==> src/rtl/envpk_pkg.sv <==
package envpk_pkg;

  localparam int unsigned SAMPLE_W = 16;

  // Sideband that travels with each sample through the pipeline
  typedef struct packed {
    logic vld;
    logic sof;
    logic eof;
  } envpk_ctl_t;

  localparam envpk_ctl_t CTL_IDLE = '{vld: 1'b0, sof: 1'b0, eof: 1'b0};

endpackage

==> src/rtl/envpk_rect.sv <==
module envpk_rect
  import envpk_pkg::*;
#(
  parameter int unsigned W = SAMPLE_W
) (
  input  logic       clk,
  input  logic       rst_n,
  input  logic       en,
  input  envpk_ctl_t ctl_i,
  input  logic [W-1:0] x_i,
  output envpk_ctl_t ctl_o,
  output logic [W-1:0] mag_o
);

  localparam logic [W-1:0] NEG_FULL = {1'b1, {(W-1){1'b0}}};
  localparam logic [W-1:0] POS_FULL = {1'b0, {(W-1){1'b1}}};

  envpk_ctl_t   ctl_q;
  logic [W-1:0] mag_q, mag_d;
  logic         load;

  // Magnitude with saturation of the single unrepresentable value
  always_comb begin
    if (!x_i[W-1])          mag_d = x_i;
    else if (x_i == NEG_FULL) mag_d = POS_FULL;
    else                    mag_d = (~x_i) + 1'b1;
    load = en && ctl_i.vld;
  end

  always_ff @(posedge clk or negedge rst_n) begin
    if (!rst_n) begin
      ctl_q <= CTL_IDLE;
      mag_q <= '0;
    end else begin
      if (en)   ctl_q <= ctl_i;
      if (load) mag_q <= mag_d;
    end
  end

  assign ctl_o = ctl_q;
  assign mag_o = mag_q;

endmodule

==> src/rtl/envpk_cic.sv <==
module envpk_cic
  import envpk_pkg::*;
#(
  parameter int unsigned W_IN   = SAMPLE_W,
  parameter int unsigned W_OUT  = SAMPLE_W,
  parameter int unsigned STAGES = 2,
  parameter int unsigned DELAY  = 8,
  parameter int unsigned SHIFT  = 6
) (
  input  logic            clk,
  input  logic            rst_n,
  input  logic            en,
  input  envpk_ctl_t      ctl_i,
  input  logic [W_IN-1:0] x_i,
  output envpk_ctl_t      ctl_o,
  output logic [W_OUT-1:0] y_o
);

  // Growth of STAGES*log2(DELAY) bits plus a sign bit keeps wrap-free results
  localparam int unsigned W_ACC = W_IN + STAGES * $clog2(DELAY) + 1;
  localparam logic signed [W_ACC-1:0] SAT_HI =
    {{(W_ACC-W_OUT+1){1'b0}}, {(W_OUT-1){1'b1}}};
  localparam logic signed [W_ACC-1:0] SAT_LO =
    {{(W_ACC-W_OUT+1){1'b1}}, {(W_OUT-1){1'b0}}};

  logic signed [W_ACC-1:0] chain_i [STAGES+1];
  logic signed [W_ACC-1:0] chain_c [STAGES+1];
  logic signed [W_ACC-1:0] scaled;
  logic [W_OUT-1:0]        y_d, y_q;
  envpk_ctl_t              ctl_q;
  logic                    clr, load;

  assign clr  = ctl_i.sof;
  assign load = en && ctl_i.vld;

  assign chain_i[0] = W_ACC'({1'b0, x_i});
  assign chain_c[0] = chain_i[STAGES];

  for (genvar s = 0; s < STAGES; s++) begin : g_stage
    logic signed [W_ACC-1:0] acc_q, acc_d;
    logic signed [W_ACC-1:0] dly_q [DELAY];
    logic signed [W_ACC-1:0] dly_d [DELAY];

    // Integrator: history is taken as zero on a frame start
    assign acc_d          = (clr ? '0 : acc_q) + chain_i[s];
    assign chain_i[s+1]   = acc_d;
    // Comb: difference against the value DELAY samples back
    assign chain_c[s+1]   = chain_c[s] - (clr ? '0 : dly_q[DELAY-1]);

    always_comb begin
      dly_d[0] = chain_c[s];
      for (int k = 1; k < DELAY; k++) begin
        dly_d[k] = clr ? '0 : dly_q[k-1];
      end
    end

    always_ff @(posedge clk or negedge rst_n) begin
      if (!rst_n) begin
        acc_q <= '0;
        for (int k = 0; k < DELAY; k++) dly_q[k] <= '0;
      end else if (load) begin
        acc_q <= acc_d;
        for (int k = 0; k < DELAY; k++) dly_q[k] <= dly_d[k];
      end
    end
  end

  // Scale and clamp back to the output word
  always_comb begin
    scaled = chain_c[STAGES] >>> SHIFT;
    if (scaled > SAT_HI)      y_d = SAT_HI[W_OUT-1:0];
    else if (scaled < SAT_LO) y_d = SAT_LO[W_OUT-1:0];
    else                      y_d = scaled[W_OUT-1:0];
  end

  always_ff @(posedge clk or negedge rst_n) begin
    if (!rst_n) begin
      ctl_q <= CTL_IDLE;
      y_q   <= '0;
    end else begin
      if (en)   ctl_q <= ctl_i;
      if (load) y_q   <= y_d;
    end
  end

  assign ctl_o = ctl_q;
  assign y_o   = y_q;

endmodule

==> src/rtl/envpk_peak.sv <==
module envpk_peak
  import envpk_pkg::*;
#(
  parameter int unsigned W = SAMPLE_W
) (
  input  logic         clk,
  input  logic         rst_n,
  input  logic         en,
  input  envpk_ctl_t   ctl_i,
  input  logic [W-1:0] env_i,
  output envpk_ctl_t   ctl_o,
  output logic [W-1:0] pk_o
);

  envpk_ctl_t   mid_ctl_q, mid_ctl_d, out_ctl_q, out_ctl_d;
  logic [W-1:0] mid_q, mid_d, prv_q, prv_d, out_q, out_d;
  logic         emit, rise_ok, fall_ok, is_peak;

  always_comb begin
    // The held sample leaves once its successor arrives or it closes its frame
    emit    = mid_ctl_q.vld && (ctl_i.vld || mid_ctl_q.eof);
    rise_ok = $signed(mid_q) >= $signed(prv_q);
    fall_ok = $signed(mid_q) >  $signed(env_i);
    is_peak = mid_ctl_q.vld && ctl_i.vld && !ctl_i.sof &&
              !mid_ctl_q.sof && !mid_ctl_q.eof && rise_ok && fall_ok;

    out_ctl_d.vld = emit;
    out_ctl_d.sof = emit && mid_ctl_q.sof;
    out_ctl_d.eof = emit && mid_ctl_q.eof;
    out_d         = is_peak ? mid_q : '0;

    mid_ctl_d = mid_ctl_q;
    mid_d     = mid_q;
    prv_d     = prv_q;
    if (ctl_i.vld) begin
      mid_ctl_d = ctl_i;
      mid_d     = env_i;
      prv_d     = ctl_i.sof ? '0 : mid_q;
    end else if (emit) begin
      mid_ctl_d = CTL_IDLE;
    end
  end

  always_ff @(posedge clk or negedge rst_n) begin
    if (!rst_n) begin
      mid_ctl_q <= CTL_IDLE;
      out_ctl_q <= CTL_IDLE;
      mid_q     <= '0;
      prv_q     <= '0;
      out_q     <= '0;
    end else if (en) begin
      mid_ctl_q <= mid_ctl_d;
      out_ctl_q <= out_ctl_d;
      mid_q     <= mid_d;
      prv_q     <= prv_d;
      out_q     <= out_d;
    end
  end

  assign ctl_o = out_ctl_q;
  assign pk_o  = out_q;

endmodule

==> src/rtl/envpk_top.sv <==
module envpk_top
  import envpk_pkg::*;
#(
  parameter int unsigned DATA_W     = SAMPLE_W,
  parameter int unsigned CIC_STAGES = 2,
  parameter int unsigned CIC_DELAY  = 8,
  parameter int unsigned CIC_SHIFT  = 6
) (
  input  logic              clk,
  input  logic              rst_n,
  input  logic              in_valid,
  output logic              in_ready,
  input  logic [DATA_W-1:0] in_data,
  input  logic              in_first,
  input  logic              in_last,
  output logic              out_valid,
  input  logic              out_ready,
  output logic [DATA_W-1:0] out_data,
  output logic              out_first,
  output logic              out_last
);

  logic [1:0]        rst_pipe_q;
  logic              rst_ok;
  logic              adv;
  envpk_ctl_t        in_ctl, rect_ctl, env_ctl, pk_ctl;
  logic [DATA_W-1:0] mag, env, pk;

  // Asynchronous assertion, synchronous release
  always_ff @(posedge clk or negedge rst_n) begin
    if (!rst_n) rst_pipe_q <= '0;
    else        rst_pipe_q <= {rst_pipe_q[0], 1'b1};
  end
  assign rst_ok = rst_pipe_q[1];

  // One enable for every stage: the pipeline moves only when the sink takes
  assign adv      = out_ready && rst_ok;
  assign in_ready = adv;

  always_comb begin
    in_ctl.vld = in_valid;
    in_ctl.sof = in_valid && in_first;
    in_ctl.eof = in_valid && in_last;
  end

  envpk_rect #(.W(DATA_W)) u_rect (
    .clk   (clk),
    .rst_n (rst_ok),
    .en    (adv),
    .ctl_i (in_ctl),
    .x_i   (in_data),
    .ctl_o (rect_ctl),
    .mag_o (mag)
  );

  envpk_cic #(
    .W_IN   (DATA_W),
    .W_OUT  (DATA_W),
    .STAGES (CIC_STAGES),
    .DELAY  (CIC_DELAY),
    .SHIFT  (CIC_SHIFT)
  ) u_cic (
    .clk   (clk),
    .rst_n (rst_ok),
    .en    (adv),
    .ctl_i (rect_ctl),
    .x_i   (mag),
    .ctl_o (env_ctl),
    .y_o   (env)
  );

  envpk_peak #(.W(DATA_W)) u_peak (
    .clk   (clk),
    .rst_n (rst_ok),
    .en    (adv),
    .ctl_i (env_ctl),
    .env_i (env),
    .ctl_o (pk_ctl),
    .pk_o  (pk)
  );

  assign out_valid = pk_ctl.vld;
  assign out_first = pk_ctl.sof;
  assign out_last  = pk_ctl.eof;
  assign out_data  = pk;

endmodule

==> config.mk <==
export PLATFORM = sky130hd
export DESIGN_NAME = envpk_top
export DESIGN_NICKNAME = d
export VERILOG_FILES = /design/src/rtl/envpk_pkg.sv /design/src/rtl/envpk_rect.sv /design/src/rtl/envpk_cic.sv /design/src/rtl/envpk_peak.sv /design/src/rtl/envpk_top.sv
export SDC_FILE = /design/constraint.sdc
export NUM_CORES = 1
export LEC_CHECK = 0
export BUFFER_PORTS_ARGS = -buffer_cell sky130_fd_sc_hd__buf_2
export CAP_MARGIN = 20
export CORE_MARGIN = 10
export CORE_UTILIZATION = 55
export DETAILED_ROUTE_END_ITERATION = 8
export HOLD_SLACK_MARGIN = 0.1
export PLACE_DENSITY = 0.76
export REMOVE_ABC_BUFFERS = 1
export SLEW_MARGIN = 10
export SYNTH_ARGS = -nofsm -noshare
export SYNTH_HDL_FRONTEND = slang
export SYNTH_HIERARCHICAL = 1
export SYNTH_SLANG_ARGS = --single-unit
==> constraint.sdc <==
create_clock -name clk -period 31.1 [get_ports clk]
set_input_delay 3.11 -clock clk [delete_from_list [all_inputs] [get_ports clk]]
set_output_delay 3.11 -clock clk [all_outputs]
set_load 0.01 [all_outputs]
Word-level counts from Yosys, hierarchy flattened
Cells that the tools add are included.
- logic and storage cells: 92
- output and inout bits: 20
- flip-flop bits (word level): 485
- $add $sub $neg: 5
- $lt $le $gt $ge: 4
- bitwise operators: 1
- equality and inequality tests: 1
- reduce and logical (&&, ||, !) cells: 21
- mux-type cells: 25
- operators with widths (cell ; count):
    $mux 23 ; 17
    $mux 16 ; 6
    $sub 23x23->23 ; 2
    $add 23x16->23 ; 1
    $add 23x23->23 ; 1
    $gt 17x16->1 const B ; 1
    $lt 17x16->1 const B ; 1
    $add 16x1->16 const B ; 1
    $eq 16x16->1 const B ; 1
    $ge 16x16->1 ; 1
    $gt 16x16->1 ; 1
    $not 16->16 ; 1
    $logic_and 1x1->1 ; 14
    $mux 3 ; 2
    $reduce_and 2->1 ; 2
    $logic_not 1->1 ; 3
    $reduce_bool 2->1 ; 1
    $logic_or 1x1->1 ; 1

Logic depth before layout (Yosys ltp)
- word-level depth: 8
- gate-level depth with buffers: 40

By module
Netlist, hierarchy kept.
- by module, submodules not included (module ; area an instance (µm²) ; cells an instance ; times used ; sequential area each (µm²)):
    envpk_cic ; 21028.9 ; 2299 ; 1 ; 10259.8
    envpk_peak ; 3054.2 ; 308 ; 1 ; 1351.3
    envpk_rect ; 1074.8 ; 116 ; 1 ; 475.5
    envpk_top ; 72.6 ; 6 ; 1 ; 50.0

Least setup slack after synthesis
OpenSTA, ideal clock, no wires.
- kind: reg-to-output
- from: register rst_pipe_q[1]
- to: output in_ready
- data arrival time: 11.958 ns
- path slack: 16.032 ns
- cell stages (with the launch flop): 2
- path through: dfrtp_1 -> and2_1
- cells in the longest elaborated chain, start to end: 1
- RTL lines (what ; line ; source):
    from (decl) ; envpk_top.sv:23 ; logic [1:0] rst_pipe_q;
    from (signal assigned) ; envpk_top.sv:32 ; else rst_pipe_q <= {rst_pipe_q[0], 1'b1};
    $logic_and 1x1->1 ; envpk_top.sv:37 ; assign adv = out_ready && rst_ok;
    to (decl) ; envpk_top.sv:12 ; output logic in_ready,
No other way between the ends.

==> results.ini <==
[sta]
period_share = 0.286
clock.fmax_mhz = 112
timing.hold.ws_ns = 0.351
fin_crit_ns = 8.89
rsz0062_at_grt = no
setup_tns_ns = 0
finalClockSkew_ns = 0.0365
drv_slew = 0
maxSlewHeadroom = 0.162
setup_viol = 0
hold_viol_final = 0
tightest_slew_ns = 1.26

[setup_path]
required_ns = 31.52
criticalPathCategory = reg -> reg
worstPathMaxFanout = 95
crit_top_cell = ha_1
critical-path-top-delay-family = compound AO/OA/AOI/OAI gates
startpoint_type = flip-flop
critPathBufInv = 0
slowest_delay_ns = 0.92
crit_arrival_ns = 9.31
slowest_stage = dfrtp_4
critPathCaptureType = flip-flop

[finish]
area_growth_pct = 9.71
regArea_sq_mm = 0.0121
drive_gt1_frac = 0.0907
multi_input_area_sq_mm = 0.0121
nets = 2821
mostFrequentLayoutCell = nand2_1
stdcell_count = 3325
layout_common_cells = 850 x nand2_1, 483 x dfrtp_1, 305 x nand3b_1
fill_cells = 3778

[clock_tree]
clock_sinks = 485
clockBufferDepth = 3
post_cts_buffers = 0
cts_root_buf = clkbuf_16
cts-resized-gates = 0
clk_pin_slew_ns = 0.06
cts_tree = yes
cts-buffers-inserted = 52
clk_latency_ns = 0.61
ctsHoldBuffers = 0
htreeDepth = 2

[yosys]
synth.top_cells.by_area = dfrtp_1 48%, nand2_1 13%, nand3b_1 9.1%
synth_edf_count = 0
ys_warn_count = 6
ys.flop_type = dfrtp_1
netlist_area_sq_mm = 0.0252
synth-seq-cells = 485
ys_seq_area_frac = 0.481
synth.distinct_cells = 91
synth_area_per_cell_sq_um = 9.25
synthDominantCellAreaShare = 0.481
syn_inst = 2729
async_reset_ff_frac = 1.00
yosysTopAreaCell = dfrtp_1

[routing]
viasPerCell = 5.54
dr.pass1.iters = 8
wl_met2_um = 24100
ant_nets = 0
m1WireLength_um = 24600
vias = 18400
routed_wl_um = 51800
dr_wl_met3_um = 2040
drc = 0
wire_per_inst_um = 15.6
drtIter0Drc = 1293
highest_layer = met4

[run]
drv_cap = 0

[placed_design]
io_buffers = 41
hpwl_um = 32700
place_congestion = 0.863
dp.cells = 3226

[die]
core_area_sq_mm = 0.0454
die_y_um = 234
die_w_um = 234
start_util = 0.556
num_rows = 78
dieArea_sq_mm = 0.0548
io_pins = 42

[run_status]
status = finished, final reports clean

[hold_path]
hp-class = reg -> reg

[grt]
grt_usage = 0.190
grt_pass1_wl_um = 87700
grt-ovfl-total = 0
grt_pass1_vias = 18000
antenna_found_initial = 2
grt_max_degree = 252

-- cell families (layout without fill, tap and decap cells) --
kind of cell | Yosys count | in the layout | synth area share
other cells | 1 | 2 | 0.000149
xor+xnor | 86 | 86 | 0.0320
compound gates | 320 | 320 | 0.0921
buf+inv | 248 | 243 | 0.0383
flops | 485 | 485 | 0.481
fa+ha+maj | 118 | 118 | 0.0594
simple gates | 1429 | 1429 | 0.278
mux | 42 | 42 | 0.0187
-- worst reg2reg max path: cells and delay by family, from the launching register on --
family          cells  cell delay [ns]
compound gates     15             3.09
xor+xnor            5             1.17
fa+ha+maj           5             1.79
flops               1             0.92
simple gates        7             1.77
-- cell type report --
type	instances	share of cell area
tap	600	0.0271
antenna	1	0.0000904
sequential	485	0.439
timing repair buffer	58	0.0135
multi-input combinational	1996	0.439
inverter	89	0.0121
clock inverter	27	0.0173
clock buffer	69	0.0526
-- flip-flops by register name, indices dropped and copies added, names as in the netlist --
register,count
u_peak/prv_q,16
u_cic/g_stage.dly_q,345
u_rect/ctl_o,3
u_peak/mid_q,16
u_cic/y_o,16
u_peak/pk_o,16
u_rect/mag_o,16
u_peak/mid_ctl_q,3
u_peak/ctl_o,3
u_cic/ctl_o,3
rst_pipe_q,2
u_cic/g_stage.acc_q,46
-- layer usage --
metal | GRT usage | vias up
met5 | 0 | -
met4 | 0.0635 | 0
met3 | 0.0249 | 75
met2 | 0.303 | 328
met1 | 0.263 | 9012
li1 | - | 9012
-- path summary, 6_finish.rpt --
check                           startpoint                          end  slack (ns)  cells after the start
setup / recovery           u_rect/ctl_o[1]                 u_cic/y_o[8]       22.21                     32
hold / removal               rst_pipe_q[0]                rst_pipe_q[1]        0.35                      0
setup reg to reg           u_rect/ctl_o[1]                 u_cic/y_o[8]       22.21                     32
hold reg to reg              rst_pipe_q[0]                rst_pipe_q[1]        0.35                      0
max in group asynchronous    rst_pipe_q[1]             u_peak/mid_q[14]       28.56                      2
min in group asynchronous    rst_pipe_q[1]  u_cic/g_stage[0].dly_q[118]        0.41                      0
-- synthesized netlist by cell type, drive strengths merged, types with 3 or more instances --
| cell type | n |
|---|---|
| o32ai | 16 |
| inv | 89 |
| xnor2 | 55 |
| a21o | 28 |
| o21bai | 9 |
| nor3b | 3 |
| mux2i | 4 |
| xor2 | 30 |
| fa | 3 |
| dfrtp | 485 |
| nor2 | 83 |
| and2 | 11 |
| a41oi | 3 |
| and3 | 6 |
| a2111oi | 4 |
| a21oi | 87 |
| a211oi | 10 |
| ha | 114 |
| buf | 24 |
| o31ai | 34 |
| o21ai | 65 |
| a211o | 3 |
| nor3 | 21 |
| a31o | 3 |
| a221o | 3 |
| a311o | 3 |
| nand3b | 305 |
| o211ai | 13 |
| nand4 | 14 |
| or3 | 9 |
| clkbuf | 135 |
| nand3 | 14 |
| a31oi | 7 |
| o41ai | 4 |
| mux2 | 38 |
| nor2b | 51 |
| nand2 | 852 |
| nand2b | 46 |
| o21a | 13 |
-- stage by stage --
stage | area, sq um | utilization | setup WS, ns
after floorplan | 24600 | - | 10.96
after CTS | 27600 | 0.609 | 22.16
after global placement | 25700 | 0.567 | 22.53
after global routing | 27700 | 0.610 | 21.53
after detailed placement | 25700 | 0.567 | 22.22
final | 27700 | 0.610 | 22.21
Power is not shown: default switching activity piles up to over one toggle a cycle in this logic, so the estimate is an artifact.
